===== config.mk =====
export PLATFORM = sky130hd
export DESIGN_NAME = energy_pulse_gen
export DESIGN_NICKNAME = d
export VERILOG_FILES = /design/src/rtl/epg_pkg.sv /design/src/rtl/epg_energy_accum.sv /design/src/rtl/epg_pulse_shaper.sv /design/src/rtl/energy_pulse_gen.sv
export SDC_FILE = /design/constraint.sdc
export NUM_CORES = 1
export LEC_CHECK = 0
export BUFFER_PORTS_ARGS = -buffer_cell sky130_fd_sc_hd__buf_2
export CAP_MARGIN = 40
export CORE_MARGIN = 5
export CORE_UTILIZATION = 45
export DETAILED_ROUTE_END_ITERATION = 8
export SYNTH_ARGS = -nofsm -noshare
export SYNTH_HDL_FRONTEND = slang
export SYNTH_SLANG_ARGS = --single-unit

===== constraint.sdc =====
create_clock -name clk -period 6.2 [get_ports clk]
set_input_delay 0.62 -clock clk [delete_from_list [all_inputs] [get_ports clk]]
set_output_delay 0.62 -clock clk [all_outputs]
set_load 0.005 [all_outputs]

===== src/rtl/epg_pkg.sv =====
package epg_pkg;

  // Energy per calibration event for a given rate and calibration select.
  function automatic logic [31:0] quantum_cf(input logic [1:0] fsel, input logic cal,
                                             input logic [31:0] base, input int sh_lo,
                                             input int sh_hi);
    logic [31:0] q_slow;
    q_slow = base << (2'd3 - fsel);
    return q_slow >> (cal ? sh_hi : sh_lo);
  endfunction

  // Last value of the calibration-to-slow event counter.
  function automatic logic [7:0] ratio_top(input logic cal, input int sh_lo, input int sh_hi);
    return 8'((1 << (cal ? sh_hi : sh_lo)) - 1);
  endfunction

  // High-rate calibration mode selects the short calibration width.
  function automatic logic hf_mode(input logic [1:0] fsel, input logic cal);
    return (fsel == 2'b11) && cal;
  endfunction

  typedef enum logic {SH_IDLE = 1'b0, SH_HIGH = 1'b1} shaper_state_t;

endpackage


===== src/rtl/epg_energy_accum.sv =====
module epg_energy_accum
  import epg_pkg::*;
#(
  parameter int PWR_W     = 16,
  parameter int ACC_W     = 24,
  parameter int F_BASE    = 1024,
  parameter int CAL_SH_LO = 2,
  parameter int CAL_SH_HI = 4,
  parameter int NOLOAD_TH = 16
) (
  input  logic                    clk,
  input  logic                    rst_n,
  input  logic                    pwr_valid,
  input  logic signed [PWR_W-1:0] pwr_sample,
  input  logic [1:0]              fsel,
  input  logic                    cal_sel,
  output logic                    cf_evt,
  output logic                    f_evt,
  output logic                    rev_flag
);

  logic [PWR_W-1:0] mag;
  logic             above_floor;
  logic [ACC_W-1:0] acc;
  logic [ACC_W-1:0] add_amt;
  logic [ACC_W-1:0] q_cf;
  logic [7:0]       rcnt;
  logic [7:0]       rtop;

  // Magnitude: the most negative code maps to its unsigned value.
  assign mag         = pwr_sample[PWR_W-1] ? PWR_W'(-pwr_sample) : PWR_W'(pwr_sample);
  assign above_floor = mag >= PWR_W'(NOLOAD_TH);
  assign add_amt     = (pwr_valid && above_floor) ? ACC_W'(mag) : '0;
  assign q_cf        = ACC_W'(quantum_cf(fsel, cal_sel, 32'(F_BASE), CAL_SH_LO, CAL_SH_HI));
  assign rtop        = ratio_top(cal_sel, CAL_SH_LO, CAL_SH_HI);

  // Named events seen by the shapers and the assertions.
  assign cf_evt = acc >= q_cf;
  assign f_evt  = cf_evt && (rcnt >= rtop);

  always_ff @(posedge clk or negedge rst_n) begin
    if (!rst_n) begin
      acc <= '0;
    end else begin
      acc <= acc + add_amt - (cf_evt ? q_cf : '0);
    end
  end

  always_ff @(posedge clk or negedge rst_n) begin
    if (!rst_n) begin
      rcnt <= '0;
    end else if (cf_evt) begin
      rcnt <= f_evt ? 8'd0 : rcnt + 8'd1;
    end
  end

  always_ff @(posedge clk or negedge rst_n) begin
    if (!rst_n) begin
      rev_flag <= 1'b0;
    end else if (pwr_valid) begin
      rev_flag <= pwr_sample[PWR_W-1];
    end
  end

  // a sample under the floor leaves the accumulator untouched.
  a_r9_noload_ignored: assert property (@(posedge clk) disable iff (!rst_n)
    (pwr_valid && !above_floor && !cf_evt) |=> (acc == $past(acc)));

  // with no sample and no event the stored energy holds.
  a_r3_acc_holds: assert property (@(posedge clk) disable iff (!rst_n)
    (!pwr_valid && !cf_evt) |=> $stable(acc));

  // sign flag follows the accepted sample.
  a_r2_sign_follows: assert property (@(posedge clk) disable iff (!rst_n)
    pwr_valid |=> (rev_flag == $past(pwr_sample[PWR_W-1])));

  // sign flag holds without a sample.
  a_r2_sign_holds: assert property (@(posedge clk) disable iff (!rst_n)
    !pwr_valid |=> $stable(rev_flag));

  // every slow event coincides with a calibration event.
  a_r4_slow_on_cal: assert property (@(posedge clk) disable iff (!rst_n)
    f_evt |-> cf_evt);

endmodule


===== src/rtl/epg_pulse_shaper.sv =====
module epg_pulse_shaper
  import epg_pkg::*;
#(
  parameter int NOUT = 2,
  parameter int GAP  = 4,
  parameter int CW   = 8
) (
  input  logic            clk,
  input  logic            rst_n,
  input  logic            evt,
  input  logic [CW-1:0]   width,
  output logic [NOUT-1:0] pulse
);

  localparam int IW = (NOUT > 1) ? $clog2(NOUT) : 1;
  localparam int GW = $clog2(GAP + 1);
  localparam int LW = GW + 1;

  shaper_state_t   st;
  logic            pend;
  logic [CW-1:0]   cnt;
  logic [GW-1:0]   gap;
  logic [IW-1:0]   phase;
  logic [NOUT-1:0] pulse_q;
  logic            start;
  logic            stop;

  assign start = (st == SH_IDLE) && (gap == '0) && (evt || pend);
  assign stop  = (st == SH_HIGH) && ((cnt >= width) || evt || pend);
  assign pulse = pulse_q;

  always_ff @(posedge clk or negedge rst_n) begin
    if (!rst_n) begin
      st      <= SH_IDLE;
      pend    <= 1'b0;
      cnt     <= '0;
      gap     <= '0;
      phase   <= '0;
      pulse_q <= '0;
    end else if (start) begin
      st      <= SH_HIGH;
      cnt     <= CW'(1);
      pulse_q <= NOUT'(1) << phase;
      phase   <= (phase == IW'(NOUT - 1)) ? '0 : phase + IW'(1);
      pend    <= pend & evt;
    end else if (stop) begin
      st      <= SH_IDLE;
      pulse_q <= '0;
      gap     <= GW'(GAP - 1);
      pend    <= pend | evt;
    end else if (st == SH_HIGH) begin
      cnt <= cnt + CW'(1);
    end else begin
      if (gap != '0) gap <= gap - GW'(1);
      pend <= pend | evt;
    end
  end

  // Checker state: low run length and previous output value.
  logic            any_hi;
  logic            any_hi_d;
  logic [LW-1:0]   low_run;
  logic [NOUT-1:0] pulse_d;

  assign any_hi = |pulse_q;

  always_ff @(posedge clk or negedge rst_n) begin
    if (!rst_n) begin
      any_hi_d <= 1'b0;
      low_run  <= LW'(GAP);
      pulse_d  <= '0;
    end else begin
      any_hi_d <= any_hi;
      pulse_d  <= pulse_q;
      if (any_hi) low_run <= '0;
      else if (low_run < LW'(GAP)) low_run <= low_run + LW'(1);
    end
  end

  // at most one output high.
  a_r5_onehot: assert property (@(posedge clk) disable iff (!rst_n)
    $onehot0(pulse_q));

  // the high time never exceeds the selected width.
  a_r6_width_bound: assert property (@(posedge clk) disable iff (!rst_n)
    ((st == SH_HIGH) && $stable(width)) |-> (cnt <= width));

  // every rise is preceded by the minimum low gap.
  a_r8_min_gap: assert property (@(posedge clk) disable iff (!rst_n)
    (any_hi && !any_hi_d) |-> (low_run >= LW'(GAP)));

  // an event reaching an idle shaper starts a pulse on the next edge.
  a_r11_prompt_start: assert property (@(posedge clk) disable iff (!rst_n)
    ((st == SH_IDLE) && (gap == '0) && evt) |=> (pulse_q != '0));

  generate
    if (NOUT == 2) begin : g_alt
      logic last_b;
      always_ff @(posedge clk or negedge rst_n) begin
        if (!rst_n) last_b <= 1'b1;
        else if (pulse_q[0] && !pulse_d[0]) last_b <= 1'b0;
        else if (pulse_q[1] && !pulse_d[1]) last_b <= 1'b1;
      end

      // phase A only follows phase B, and the reverse.
      a_r5_alt_a: assert property (@(posedge clk) disable iff (!rst_n)
        (pulse_q[0] && !pulse_d[0]) |-> last_b);
      a_r5_alt_b: assert property (@(posedge clk) disable iff (!rst_n)
        (pulse_q[1] && !pulse_d[1]) |-> !last_b);
    end
  endgenerate

endmodule


===== src/rtl/energy_pulse_gen.sv =====
module energy_pulse_gen
  import epg_pkg::*;
#(
  parameter int PWR_W     = 16,
  parameter int ACC_W     = 24,
  parameter int F_BASE    = 1024,
  parameter int CAL_SH_LO = 2,
  parameter int CAL_SH_HI = 4,
  parameter int NOLOAD_TH = 16,
  parameter int F_W       = 1000000,
  parameter int F_GAP     = 4,
  parameter int CF_W      = 900000,
  parameter int CF_HF_W   = 180
) (
  input  logic                    clk,
  input  logic                    rst_n,
  input  logic                    pwr_valid,
  input  logic signed [PWR_W-1:0] pwr_sample,
  input  logic [1:0]              fsel,
  input  logic                    cal_sel,
  output logic                    fout1,
  output logic                    fout2,
  output logic                    cal_out,
  output logic                    rev_flag
);

  localparam int CF_MAXW = (CF_W > CF_HF_W) ? CF_W : CF_HF_W;
  localparam int FCW     = $clog2(F_W + 1);
  localparam int CCW     = $clog2(CF_MAXW + 1);

  logic          cf_evt;
  logic          f_evt;
  logic [1:0]    fpair;
  logic [0:0]    cpulse;
  logic [CCW-1:0] cf_width;

  assign cf_width = hf_mode(fsel, cal_sel) ? CCW'(CF_HF_W) : CCW'(CF_W);

  epg_energy_accum #(
    .PWR_W(PWR_W), .ACC_W(ACC_W), .F_BASE(F_BASE),
    .CAL_SH_LO(CAL_SH_LO), .CAL_SH_HI(CAL_SH_HI), .NOLOAD_TH(NOLOAD_TH)
  ) u_accum (
    .clk(clk), .rst_n(rst_n), .pwr_valid(pwr_valid), .pwr_sample(pwr_sample),
    .fsel(fsel), .cal_sel(cal_sel), .cf_evt(cf_evt), .f_evt(f_evt), .rev_flag(rev_flag)
  );

  epg_pulse_shaper #(.NOUT(2), .GAP(F_GAP), .CW(FCW)) u_slow (
    .clk(clk), .rst_n(rst_n), .evt(f_evt), .width(FCW'(F_W)), .pulse(fpair)
  );

  epg_pulse_shaper #(.NOUT(1), .GAP(1), .CW(CCW)) u_cal (
    .clk(clk), .rst_n(rst_n), .evt(cf_evt), .width(cf_width), .pulse(cpulse)
  );

  assign fout1   = fpair[0];
  assign fout2   = fpair[1];
  assign cal_out = cpulse[0];

endmodule


## Word level (Yosys, flattened, before mapping)

Cells that the tools add are included.

- Add/subtract/negate cells: 12
- $lt $le $gt $ge: 5
- Equal/unequal tests: 7
- Shift-type cells: 5
- Multiplexer cells: 33
- Bitwise logic cells: 9
- Reductions and logical operators: 26

Operators by type and width:

| operator | number |
|---|---|
| $mux 20 | 7 |
| $add 20x1->20 const B | 2 |
| $mux 16 | 2 |
| $shl 1x32->8 const A | 1 |
| $shl 11x2->32 const A | 1 |
| $shr 32x32->24 | 1 |
| $add 24x24->24 | 1 |
| $ge 24x24->1 | 1 |
| $mux 24 | 1 |
| $sub 24x24->24 | 1 |
| $ge 20x20->1 | 1 |
| $ge 20x20->1 const B | 1 |
| $ge 16x5->1 const B | 1 |
| $mux 1 | 16 |
| $neg 16->16 | 1 |
| $mux 3 | 4 |
| $reduce_bool 2->1 | 5 |
| $logic_and 1x1->1 | 9 |
| $add 8x1->8 const B | 1 |
| $ge 8x8->1 | 1 |
| $mux 8 | 1 |
| $sub 8x2->8 const B | 1 |
| $logic_or 1x1->1 | 6 |
| $ne 3x3->1 const B | 2 |
| 17 further kinds | 29 |

- Flip-flop bits (word level): 86
- Output and inout port bits: 4
- Word-level logic and storage cells: 112

## Depth between registers and ports, before layout

- Depth in word-level cells: 10
- Mapped depth: 20
- Depth with buffers taken out: 19

## Cells and area by module

Synthesis repeated with hierarchy kept, for this count alone.

- Cell total of the unflattened synthesis: 852
- Area total of the unflattened synthesis: 7267.0 um^2

Modules (own cells, without submodules):

| module | times used | cells each | area each (um^2) | seq. area each (um^2) |
|---|---|---|---|---|
| epg_energy_accum | 1 | 440 | 3637.2 | 825.8 |
| epg_pulse_shaper at u_slow | 1 | 215 | 1903.1 | 700.7 |
| epg_pulse_shaper at u_cal | 1 | 193 | 1707.9 | 550.5 |
| energy_pulse_gen | 1 | 4 | 18.8 | 0.0 |

## Worst setup path before layout

OpenSTA, ideal clock, no wires.

- Kind: input port to flip-flop
- From: in cal_sel
- To: reg u_accum.acc[19]
- Library setup time: 0.094 ns
- Data arrival time: 4.839 ns
- Required time: 6.106 ns
- Path slack: 1.267 ns
- Cell stages on the path: 18
- Path buffers: 2
- Path through: clkbuf_1 or3_1 ha_1 a211oi_1 and4_1 a21o_1 clkbuf_1 nor2_1 fa_1 inv_1 ha_1 or4_1 o311ai_0 a31o_2 o21ai_0 o41ai_1 nor4b_1 a211oi_1

- Word-level cells in the longest chain between the ends: 5

Ends and longest elaborated chain:

| element | RTL line | text |
|---|---|---|
| start, declared | energy_pulse_gen.sv:20 | `input logic cal_sel,` |
| $mux 3 * | epg_pkg.sv:9 | `return q_slow >> (cal ? sh_hi : sh_lo);` |
| $shr 32x32->24 * | epg_pkg.sv:9 |  |
| $ge 24x24->1 | epg_energy_accum.sv:38 | `assign cf_evt = acc >= q_cf;` |
| $mux 24 * | epg_energy_accum.sv:45 | `acc <= acc + add_amt - (cf_evt ? q_cf : '0);` |
| $sub 24x24->24 * | epg_energy_accum.sv:45 |  |
| end signal, assigned | epg_energy_accum.sv:45 |  |
| end, declared | epg_energy_accum.sv:24 | `logic [ACC_W-1:0] acc;` |

Mark *: on every way between the ends. The rest lies on a longest branch, timed or not.
A chain may end at the register's enable or synchronous reset.

## Final worst setup path

- From: in pwr_sample[0]
- To: reg u_accum.acc[19]

- Word-level cells in the longest chain between the ends: 7

Ends and longest elaborated chain:

| element | RTL line | text |
|---|---|---|
| start, declared | energy_pulse_gen.sv:18 | `input logic signed [PWR_W-1:0] pwr_sample,` |
| $neg 16->16 | epg_energy_accum.sv:31 | `assign mag = pwr_sample[PWR_W-1] ? PWR_W'(-pwr_sample) : PWR_W'(pwr_sample);` |
| $mux 16 * | epg_energy_accum.sv:31 |  |
| $ge 16x5->1 | epg_energy_accum.sv:32 | `assign above_floor = mag >= PWR_W'(NOLOAD_TH);` |
| $logic_and 1x1->1 | epg_energy_accum.sv:33 | `assign add_amt = (pwr_valid && above_floor) ? ACC_W'(mag) : '0;` |
| $mux 16 * | epg_energy_accum.sv:33 |  |
| $add 24x24->24 * | epg_energy_accum.sv:45 |  |
| $sub 24x24->24 * | epg_energy_accum.sv:45 |  |

Marks and branches as above.

==> impl_metrics.tcl <==
set metrics [dict create \
    crit_path_frequent_cell "ha_1" \
    rows 43 \
    coreArea_um2 13900 \
    synthToLayoutAreaGrowth_pct 10.1 \
    fmax_ghz 0.192 \
    cts_inserted_buffers 9 \
    leakagePower_uw 0.00325 \
    period_needed_ps 5200 \
    cts_setup_buffers 0 \
    antenna_found_initial 0 \
    cts_root_buf "clkbuf_16" \
    finClkSkew_ps 7.62 \
    wl_met3_um 322 \
    synth_area_per_cell_um2 8.55 \
    synthXorXnorAreaFrac_pct 6.01 \
    endpoint_kind "flip-flop" \
    cts.sinks 83 \
    power_density_nw_per_um2 470 \
    max_slew_margin_pct 44.8 \
    synth_top_family_by_area "simple AND/OR/NAND/NOR gates" \
    netlist_instances 751 \
    track_usage_pct 17.1 \
    portBuffers 25 \
    cp_top_family "compound AO/OA/AOI/OAI gates" \
    synth.distinct_cells 68 \
    multiInputGateArea_um2 3940 \
    cts_tree "built" \
    overflow 0 \
    crit_type "in2reg" \
    met2_length_um 6650 \
    grt_max_degree 65 \
    dieArea_um2 16700 \
    yosysWarningCount 0 \
    status "finished clean" \
    synth_area_um2 6420 \
    mostFrequentLayoutCell "dfrtp_1" \
    num-fill-cells 1320 \
    yosysTopAreaCellShare_pct 32.4 \
    drt-pass1-iter-count 5 \
    ys_seq_elements 83 \
    synthTopCellsByArea "dfrtp_1 32%, ha_1 12%, inv_1 4.7%" \
    cp_slowest_cell "o41ai_1" \
    routedWlPerCell_um 14.1 \
    antenna_cells 0 \
    clk_pin_slew_worst_paths_ps 60 \
    grt_first_pass_wirelength_um 23500 \
    layout_common_cells "83 x dfrtp_1, 81 x inv_1, 70 x nor2_1" \
    wl_met1_um 6290 \
    peakVddDrop_mv 0.210 \
    fin_tns_setup_ps 0 \
    ant_nets 0 \
    synth_fa_ha_area_share_pct 15.3 \
    initial_utilization_pct 46.1 \
    detailedRoute.firstIterationViolations 287 \
    io_pins 26 \
    layout-drive-gt1-share_pct 7.89 \
    chipHeight_um 129 \
    synth-main-ff-cell "dfrtp_1" \
    nets 861 \
    cpPeakStageDelay_ps 730 \
    vias_per_cell 5.56 \
    synth_top_cell_by_area "dfrtp_1" \
    cap_violations 0 \
    worst_slew_pin_slew_ps 827 \
    critical_path_arrival_ps 5450 \
    hold_violations 0 \
    crit_required_ps 6440 \
    synth_edf_count 0 \
    muxShareOfSynthArea_pct 0.838 \
    synth-compound-area-share_pct 18.3 \
    clock_latency_ps 340 \
    path_max_fanout 7 \
    die_w_um 129 \
    dpl.hpwl_um 10200 \
    async_reset_ff_share_pct 100 \
    highest_layer "met4" \
    cp_cell_sequence "buf_2 > inv_1 > ha_1 > or3b_2 > nor3_1 > a21o_1 > a32oi_1 > or4_1 > o21ai_1 > nand2b_1 > ha_1 > inv_1 > ha_1 > or4_1 > o311ai_0 > a31o_2 > o21ai_0 > o41ai_1 > nor4b_1 > a211oi_1" \
    critPathLaunchType "input port" \
    first_global_vias 5204 \
    timing.final.crit_share_pct 83.9 \
    critPathBufInv 3 \
    rsz0062_at_grt "false" \
    finalMaxSlewViolations 0 \
    cts_resized 0 \
    vias 5295 \
    htree_num_levels 3 \
    clockBufferDepth 2 \
    place_area_um2 6720 \
    ctsHoldBuffers 0 \
    hold_class "in2async" \
    place_congestion 0.920 \
    setup_viol 0 \
    wirelength_um 13500 \
    yosysSeqAreaShare_pct 32.4 \
    drc_errors 0 \
    synth_simple_gate_area_share_pct 20.6 \
    regArea_um2 2080 \
    final_area_um2 7060 \
]
-- state kept, by name, summed over array words and instances, names as in the netlist --
register          flops
u_cal.cnt            20
u_cal.pend            1
u_accum.rev_flag      1
u_slow.st             1
u_accum.rcnt          8
u_slow.pend           1
u_slow.gap            3
u_accum.acc          24
u_slow.phase          1
u_cal.pulse           1
u_slow.pulse          2
u_slow.cnt           20
-- final cells by class --
class / count / share of cell area (%)
multi-input combinational: 565 / 55.8
timing repair buffer: 28 / 2.41
tap: 180 / 3.19
inverter: 81 / 4.30
clock buffer: 9 / 3.19
sequential: 83 / 29.4
clock inverter: 7 / 1.75
-- synthesized netlist by cell type, types with 3 or more instances --
cell type  number
buf_1           3
and2_1         10
xnor2_1        30
a31oi_1        11
or2_2           5
a211o_1         4
a211oi_1        6
o21ai_0        51
clkbuf_1       16
o2111ai_1       3
nor3_1         11
nand2_1        56
nor2b_1         9
o211ai_1        4
nor2_1         70
and4b_1         3
a21o_1         11
nand4b_1        4
nand4_1        11
and3_1          6
or3_1          10
inv_1          81
o31ai_1        14
o21ai_1         8
ha_1           61
o41ai_1         6
or4_1           8
o21a_1          6
fa_1           10
nor3b_1         3
mux2_2          3
nor4_1          3
nand2b_1       13
buf_2           3
a21oi_1        29
dfrtp_1        83
xor2_1         14
nand3_1        30
-- per-layer routing --
| layer | vias to the layer above | GRT usage, % |
|---|---|---|
| met4 | 0 | 5.68 |
| met2 | 74 | 30.2 |
| met1 | 2547 | 21.5 |
| li1 | 2662 | - |
| met3 | 12 | 2.35 |
| met5 | - | 0 |
-- kinds of logic (layout without fill, tap and decap cells) --
group,after synthesis,count (layout)
AOI/OAI and AO/OA,179,179
xor gates and xnor gates,44,44
adders and majority gates,73,73
buffers and inverters,105,125
DFF,83,83
muxes,5,5
other,2,4
and+or+nand+nor,260,260
-- stage by stage --
stage                     std cells  hold WS (ps)  power, µW  util (%)  setup WS, ps
after floorplan                 753           324       2310         -          1270
final                           953           155       3320      50.7           997
after CTS                       953           151       3360      50.7          1020
after global routing            953           169       3660      50.7           689
after detailed placement        937           471       2710      48.2           653
after global placement          936           466       2640      48.0           910
-- power breakdown --
part / leakage (µW) / switching [µW] / internal (µW)
Sequential: 0.00107 / 87.8 / 712
Combinational: 0.00201 / 1090 / 812
Clock: 0.000166 / 228 / 396
Total: 0.00325 / 1400 / 1920
-- worst reg2reg max path, stage by stage, from the launching register on --
cell	delay [ps]
dfrtp_1	380
ha_1	310
a211oi_1	230
and4_1	250
a21o_1	440
nor2_1	150
fa_1	520
inv_1	50
ha_1	250
or4_1	470
o311ai_0	100
a31o_2	200
o21ai_0	190
o41ai_1	730
nor4b_1	120
a211oi_1	210
-- path summary, 6_finish.rpt --
| kind | slack, ps | depth (start not counted) | endpoint | start |
|---|---|---|---|---|
| min in group clk | 480 | 1 | u_accum.acc[0]$_DFF_PN0_ | u_accum.acc[0]$_DFF_PN0_ |
| max reg2reg | 1500 | 15 | u_accum.acc[19]$_DFF_PN0_ | u_accum.acc[11]$_DFF_PN0_ |
| max in group asynchronous | 4930 | 2 | u_accum.acc[8]$_DFF_PN0_ | rst_n |
| max | 1000 | 20 | u_accum.acc[19]$_DFF_PN0_ | pwr_sample[0] |
| min reg2reg | 480 | 1 | u_accum.acc[0]$_DFF_PN0_ | u_accum.acc[0]$_DFF_PN0_ |
| min | 150 | 1 | u_slow.cnt[13]$_DFFE_PN0P_ | rst_n |
Note: power is estimated with default switching activity, not from simulation.
